[config.mk]
export PLATFORM = sky130hd
export DESIGN_NAME = i2c_addr_rec
export DESIGN_NICKNAME = d
export VERILOG_FILES = /design/src/rtl/i2c_arec_pkg.sv /design/src/rtl/arec_ownreg.sv /design/src/rtl/arec_session.sv /design/src/rtl/arec_compare.sv /design/src/rtl/arec_flags.sv /design/src/rtl/i2c_addr_rec.sv
export SDC_FILE = /design/constraint.sdc
export NUM_CORES = 1
export LEC_CHECK = 0
export ABC_AREA = 1
export BUFFER_PORTS_ARGS = -buffer_cell sky130_fd_sc_hd__buf_4
export CAP_MARGIN = 20
export CORE_MARGIN = 1.5
export CORE_UTILIZATION = 47
export CTS_CLUSTER_SIZE = 10
export DETAILED_ROUTE_END_ITERATION = 6
export PLACE_DENSITY = 0.86
export SLEW_MARGIN = 10
export SYNTH_ARGS = -nofsm -noshare
export SYNTH_HDL_FRONTEND = slang
export SYNTH_SLANG_ARGS = --single-unit
[constraint.sdc]
create_clock -name clk -period 1.8 [get_ports clk]
set_clock_uncertainty 0.05 [all_clocks]
set_input_delay 0.09 -clock clk [delete_from_list [all_inputs] [get_ports clk]]
set_output_delay 0.09 -clock clk [all_outputs]
set_load 0.01 [all_outputs]
[src/rtl/i2c_arec_pkg.sv]
package i2c_arec_pkg;

  localparam int unsigned BYTE_W = 8;
  localparam int unsigned SA_W   = BYTE_W - 1;

  typedef enum logic [1:0] {
    SES_IDLE = 2'd0,
    SES_ADDR = 2'd1,
    SES_DATA = 2'd2
  } ses_e;

  function automatic logic is_gcall(input logic [BYTE_W-1:0] b);
    return (b == '0);
  endfunction

  function automatic logic own_hit(input logic [BYTE_W-1:0] b,
                                   input logic [BYTE_W-1:0] adr,
                                   input logic              full);
    logic upper_eq;
    upper_eq = (b[BYTE_W-1:1] == adr[BYTE_W-1:1]);
    return full ? (upper_eq && (b[0] == adr[0])) : upper_eq;
  endfunction

endpackage

[src/rtl/arec_ownreg.sv]
module arec_ownreg
  import i2c_arec_pkg::*;
#(
  parameter logic [BYTE_W-1:0] RESET_VAL = '0
) (
  input  logic              clk,
  input  logic              rst_n,
  input  logic              we,
  input  logic [BYTE_W-1:0] wdata,
  output logic [BYTE_W-1:0] own_q,
  output logic              rbw_q
);
  logic [BYTE_W-1:0] reg_q;

  always_ff @(posedge clk or negedge rst_n) begin
    if (!rst_n)  reg_q <= RESET_VAL;
    else if (we) reg_q <= wdata;
  end

  assign own_q = reg_q;
  assign rbw_q = reg_q[0];
endmodule

[src/rtl/arec_session.sv]
module arec_session
  import i2c_arec_pkg::*;
(
  input  logic clk,
  input  logic rst_n,
  input  logic start_det,
  input  logic rstart_det,
  input  logic stop_det,
  input  logic byte_valid,
  output logic open_evt,
  output logic close_evt,
  output logic addr_evt,
  output logic rs_session
);
  ses_e state_q, state_d;
  logic rs_q, rs_d;

  assign open_evt  = start_det | rstart_det;
  assign close_evt = stop_det;
  assign addr_evt  = byte_valid && (state_q == SES_ADDR) && !open_evt && !close_evt;

  always_comb begin
    state_d = state_q;
    rs_d    = rs_q;
    if (close_evt) begin
      state_d = SES_IDLE;
      rs_d    = 1'b0;
    end else if (open_evt) begin
      state_d = SES_ADDR;
      rs_d    = rstart_det;
    end else if (addr_evt) begin
      state_d = SES_DATA;
    end
  end

  always_ff @(posedge clk or negedge rst_n) begin
    if (!rst_n) begin
      state_q <= SES_IDLE;
      rs_q    <= 1'b0;
    end else begin
      state_q <= state_d;
      rs_q    <= rs_d;
    end
  end

  assign rs_session = rs_q;
endmodule

[src/rtl/arec_compare.sv]
module arec_compare
  import i2c_arec_pkg::*;
(
  input  logic [BYTE_W-1:0] rx_byte,
  input  logic [BYTE_W-1:0] own_adr,
  input  logic              rbw,
  input  logic              rs_session,
  output logic              gcall,
  output logic              hit,
  output logic              full_cmp
);
  assign full_cmp = rbw & rs_session;
  assign gcall    = is_gcall(rx_byte);
  assign hit      = !gcall && own_hit(rx_byte, own_adr, full_cmp);
endmodule

[src/rtl/arec_flags.sv]
module arec_flags (
  input  logic clk,
  input  logic rst_n,
  input  logic clr,
  input  logic load,
  input  logic gcall,
  input  logic hit,
  output logic ad0_q,
  output logic aas_q,
  output logic irq_q
);
  always_ff @(posedge clk or negedge rst_n) begin
    if (!rst_n) begin
      ad0_q <= 1'b0;
      aas_q <= 1'b0;
      irq_q <= 1'b0;
    end else begin
      irq_q <= load & (gcall | hit);
      if (clr) begin
        ad0_q <= 1'b0;
        aas_q <= 1'b0;
      end else if (load) begin
        ad0_q <= gcall;
        aas_q <= hit;
      end
    end
  end
endmodule

[src/rtl/i2c_addr_rec.sv]
module i2c_addr_rec
  import i2c_arec_pkg::*;
#(
  parameter logic [BYTE_W-1:0] RESET_ADDR = '0
) (
  input  logic              clk,
  input  logic              rst_n,
  input  logic              adr_we,
  input  logic [BYTE_W-1:0] adr_wdata,
  output logic [BYTE_W-1:0] adr_q,
  input  logic              byte_valid,
  input  logic [BYTE_W-1:0] byte_data,
  input  logic              start_det,
  input  logic              rstart_det,
  input  logic              stop_det,
  output logic              ad0_flag,
  output logic              aas_flag,
  output logic              irq_req,
  output logic              ack_en
);
  logic rbw;
  logic open_evt, close_evt, addr_evt, rs_session;
  logic gcall, hit, full_cmp;

  arec_ownreg #(.RESET_VAL(RESET_ADDR)) u_reg (
    .clk(clk), .rst_n(rst_n), .we(adr_we), .wdata(adr_wdata),
    .own_q(adr_q), .rbw_q(rbw)
  );

  arec_session u_ses (
    .clk(clk), .rst_n(rst_n),
    .start_det(start_det), .rstart_det(rstart_det), .stop_det(stop_det),
    .byte_valid(byte_valid),
    .open_evt(open_evt), .close_evt(close_evt), .addr_evt(addr_evt),
    .rs_session(rs_session)
  );

  arec_compare u_cmp (
    .rx_byte(byte_data), .own_adr(adr_q), .rbw(rbw), .rs_session(rs_session),
    .gcall(gcall), .hit(hit), .full_cmp(full_cmp)
  );

  arec_flags u_flg (
    .clk(clk), .rst_n(rst_n),
    .clr(open_evt | close_evt), .load(addr_evt),
    .gcall(gcall), .hit(hit),
    .ad0_q(ad0_flag), .aas_q(aas_flag), .irq_q(irq_req)
  );

  assign ack_en = ad0_flag | aas_flag;
endmodule

Word-level counts from Yosys, hierarchy flattened
Cells that the tools add are included.
{"block": "totals", "register_bits": 14, "word_cells": 37}
{"block": "classes", "n_eq_ne": 3, "n_mux": 10, "n_reduce_logical": 12, "n_bitwise": 6}
{"operator": "zero test 8 bit", "n": 1}
{"operator": "== test 7 bit", "n": 1}
{"operator": "2-to-1 mux 1 bit", "n": 7}
{"operator": "2-to-1 mux 2 bit", "n": 3}
{"operator": "logical AND 1 bit", "n": 5}
{"operator": "bitwise OR 1 bit", "n": 4}
{"operator": "nonzero test 2 bit", "n": 2}
{"operator": "zero test 1 bit", "n": 3}
{"operator": "nonzero test 3 bit", "n": 1}
{"operator": "AND 1 bit", "n": 2}
{"operator": "== test 2 x 1 -> 1 bit (second input constant)", "n": 1}
{"operator": "== test 1 bit", "n": 1}

Depth between registers and ports, before layout
{"block": "depth", "ltp_word": 7, "mapped_depth": 7, "ltp_nobuf": 7}

Hierarchy
A second synthesis with hierarchy kept.
{"block": "hier_totals", "cells_unflattened": 114, "hier_area_um2": 783.3}
{"module": "arec_ownreg", "area_per_inst_um2": 312.8, "cells_per_inst": 35, "n_inst": 1}
{"module": "arec_compare", "area_per_inst_um2": 181.4, "cells_per_inst": 43, "n_inst": 1}
{"module": "arec_session", "area_per_inst_um2": 148.9, "cells_per_inst": 18, "n_inst": 1}
{"module": "arec_flags", "area_per_inst_um2": 117.6, "cells_per_inst": 12, "n_inst": 1}
{"module": "i2c_addr_rec", "area_per_inst_um2": 22.5, "cells_per_inst": 6, "n_inst": 1}

Worst setup path before layout
No wires, ideal clock.
{"block": "synth_path", "kind": "register to register", "from": "register u_reg.reg_q[1], in the netlist u_reg.own_q[1]", "to": "register u_flg.aas_q", "required_ns": 1.685, "setup_time_ns": 0.065, "path_stages_with_launch": 8, "slack_ns": 0.831, "t_arrival_ns": 0.854, "n_path_buf": 0, "cell_sequence": "dfrtp_1 > inv_1 > nand2_1 > nand2_1 > nand2_1 > nor2_1 > nand3_1 > nand2_1"}
{"block": "synth_via", "elab_chain_len": 6}
{"element": "from (decl)", "line_no": "arec_ownreg.sv:13", "rtl": "logic [BYTE_W-1:0] reg_q;"}
{"element": "from (signal assigned)", "line_no": "arec_ownreg.sv:17", "rtl": "else if (we) reg_q <= wdata;"}
{"element": "== test 7 bit *", "line_no": "i2c_arec_pkg.sv:20", "rtl": "upper_eq = (b[BYTE_W-1:1] == adr[BYTE_W-1:1]);"}
{"element": "logical AND 1 bit", "line_no": "i2c_arec_pkg.sv:21", "rtl": "return full ? (upper_eq && (b[0] == adr[0])) : upper_eq;"}
{"element": "2-to-1 mux 1 bit *", "line_no": "i2c_arec_pkg.sv:21"}
{"element": "logical AND 1 bit *", "line_no": "arec_compare.sv:14", "rtl": "assign hit = !gcall && own_hit(rx_byte, own_adr, full_cmp);"}
{"element": "2-to-1 mux 1 bit *", "line_no": "arec_flags.sv:22", "rtl": "end else if (load) begin"}
{"element": "2-to-1 mux 1 bit *", "line_no": "arec_flags.sv:19", "rtl": "if (clr) begin"}
{"element": "to (signal assigned)", "line_no": "arec_flags.sv:24", "rtl": "aas_q <= hit;"}
{"element": "to (decl)", "line_no": "arec_flags.sv:9", "rtl": "output logic aas_q,"}
Mark *: on every way between the ends. The rest lies on a longest branch, timed or not. The select of a mux whose other input is x is not followed.
A chain may end at the register's enable or synchronous reset.

Worst setup path in the final report
{"block": "layout_path", "from": "register u_flg.aas_q", "to": "output port ack_en"}
{"block": "layout_via", "elab_chain_len": 1}
{"element": "bitwise OR 1 bit", "line_no": "i2c_addr_rec.sv:50", "rtl": "assign ack_en = ad0_flag | aas_flag;"}
{"element": "to (decl)", "line_no": "i2c_addr_rec.sv:19", "rtl": "output logic ack_en"}
Every way passes these cells.

==> results.md <==
- Startpoint types: flip-flop
- Critical path type: flip-flop to output pin
- Num ports: 35
- WL per Instance: 13.3 um
- Share of the synthesized area in the top cell type: 48.4%
- Vias in the first global route: 786
- Min Tclk post-route: 1.25 ns
- Proportion of layout cells with a drive suffix above 1: 38.9%
- Relative slew slack: 84.4%
- Status: complete, no violations
- Syn Nets: 110
- Final hold vios: 0
- Worst R2R End: u_flg.irq_q
- PD cells: 637 nW/um2
- FMAX: 797 MHz
- Die Y: 42.3 um
- Vias per inst: 5.09
- WL final: 1940 um
- Commonest non-fill, non-tap cell in the layout: buf_4
- IO buf count: 34
- Maximum vdd drop: 426 uV
- Area leader, netlist: dfrtp_1
- GR Overflow Total: 0
- Total power: 0.000700 W
- Vias: 743
- Initial DRC count: 16
- Most frequent cells in the layout: buf_4, nand2_1, dfrtp_1
- Sequential fraction of the synthesis area: 48.4%
- DIE AREA: 1790 um2
- Slew Viols, Final: 0
- Req. time, crit path: 1.66 ns
- DP Wirelength: 1210 um
- Worst-path fanout max: 3
- RSZ-0062 raised after global routing: no
- R2R depth: 7
- Die Wd: 42.3 um
- Hold Crit Class: input port to flip-flop
- Row count: 13
- Nets: 156
- Final ANT Viol Nets: 0
- Initial antenna violation count: 0
- H-tree levels: 1
- CP Data Arrival Time: 1.11 ns
- Distinct cell type count after synthesis: 18
- Cells after Synth: 87
- Post-CTS Setup Bufs: 0
- DRC Markers: 0
- First-pass GRT wire length: 3440 um
- Post-synthesis sequential element count: 14
- Final setup violation count: 0
- Root Buffer: clkbuf_4
- Starting Density: 53.0%
- Synth area leaders: dfrtp_1, nand2_1, mux2_2
- TritonCTS Sinks: 14
- Worst Tran Pin Value: 0.231 ns
- Sum Neg Setup Slack: 0 ns
- Placer Congestion: 0.724
- Ant. Diodes: 0
- Cts hold-fix bufs: 9
- HP Start: adr_wdata[3]
- Post-Syn Area: 724 um2
- Skew-Pair Late Insertion Delay: 0.27 ns
- Largest net degree at the start of global routing: 15
- End of the worst hold path: u_reg.own_q[3]
- Worst R2R Setup Slack: 0.73 ns
- Bufs on Longest Clock Path: 2
- R2r startpoint: u_reg.own_q[1]
- Tcrit/Tclk final: 69.7%
- Gr usage total: 25.2%
- Core Area: 1370 um2
- CTS buffer count: 3
- Reg clk slew, reported paths: 0.08 ns
- CTS tree: built
- Mean Syn Cell Area: 8.33 um2
- PostCTS Resize Cnt: 0
- Critical Path End Type: output pin
- Router iterations before antenna repair: 4
- Max-capacitance violation count: 0
- Pleak: 0.596 nW
- P&R area growth vs syn: 51.6%
- Yosys warning count: 0
- Worst hold stages: 2
==> cell usage after synthesis (all sizes together) <==
| master | count |
|---|---|
| nor2 | 11 |
| xnor2 | 4 |
| inv | 13 |
| or2 | 1 |
| o22ai | 1 |
| dfrtp | 14 |
| nand3 | 5 |
| buf | 2 |
| a21oi | 2 |
| o21ai | 3 |
| nand2 | 26 |
| mux2 | 5 |
==> stage by stage <==
stage	cell area [um2]	std cells	hold slack, ns	util (%)	setup WS (ns)
after floorplan	724	87	-0.256	-	0.831
after global placement	986	134	-0.104	72.2	0.827
after detailed placement	986	134	-0.102	72.2	0.767
after CTS	1100	146	0.000666	80.4	0.543
after global routing	1100	146	0.00184	80.4	0.515
final	1100	146	0.00931	80.4	0.545
==> logic make-up (layout without fill, tap and decap cells) <==
family	count (synthesis)	count (layout)	share of synthesized area (%)
AOI/OAI and AO/OA	6	6	4.32
xor gates and xnor gates	4	4	4.84
and+or+nand+nor	43	43	26.3
muxes	5	5	7.77
buffers and inverters	15	59	8.46
DFF	14	14	48.4
==> power by group <==
part	leakage, nW	total, W	switching [W]	internal [W]
clock	0.0138	0.000168	0.0000910	0.0000774
sequential	0.176	0.000354	0.0000190	0.000335
combinational	0.407	0.000178	0.0000791	0.0000987
total	0.596	0.000700	0.000189	0.000511
==> state kept, by name (all words and copies together), names as in the netlist <==
signal,count
u_reg.own_q,8
u_ses.state_q,2
u_flg.aas_q,1
u_flg.ad0_q,1
u_flg.irq_q,1
u_ses.rs_session,1
==> worst max path at each step <==
| stage | start | to | slack, ns | cells after the start |
|---|---|---|---|---|
| floorplan | u_reg.own_q[1] | u_flg.aas_q | 0.83 | 7 |
| global route | u_flg.aas_q | ack_en | 0.51 | 2 |
| detailed placement | u_reg.own_q[1] | u_flg.irq_q | 0.77 | 7 |
| CTS | u_flg.aas_q | ack_en | 0.54 | 2 |
| global placement | u_reg.own_q[1] | u_flg.irq_q | 0.83 | 7 |
| finish | u_flg.aas_q | ack_en | 0.55 | 2 |
==> layout make-up <==
cell class	instances	area [um2]
Sequential cell	14	350
Timing Repair Buffer	43	345
Multi-Input combinational cell	58	313
Fill cell	88	268
Inverter	13	48.8
Clock buffer	3	22.5
Tap cell	15	18.8
==> metal layers <==
layer / track usage [%] / up-vias / wire length [um]
met5: 0 / - / 0
met4: 5.63 / 0 / 8
met3: 5.60 / 2 / 171
met2: 44.6 / 41 / 970
met1: 31.1 / 343 / 791
li1: - / 357 / -
==> worst max-delay path, stage by stage (launching register included) <==
cell	delay, ns
dfrtp_1	0.41
or2_2	0.29
buf_4	0.14
Note: power is estimated with default switching activity, not from simulation.
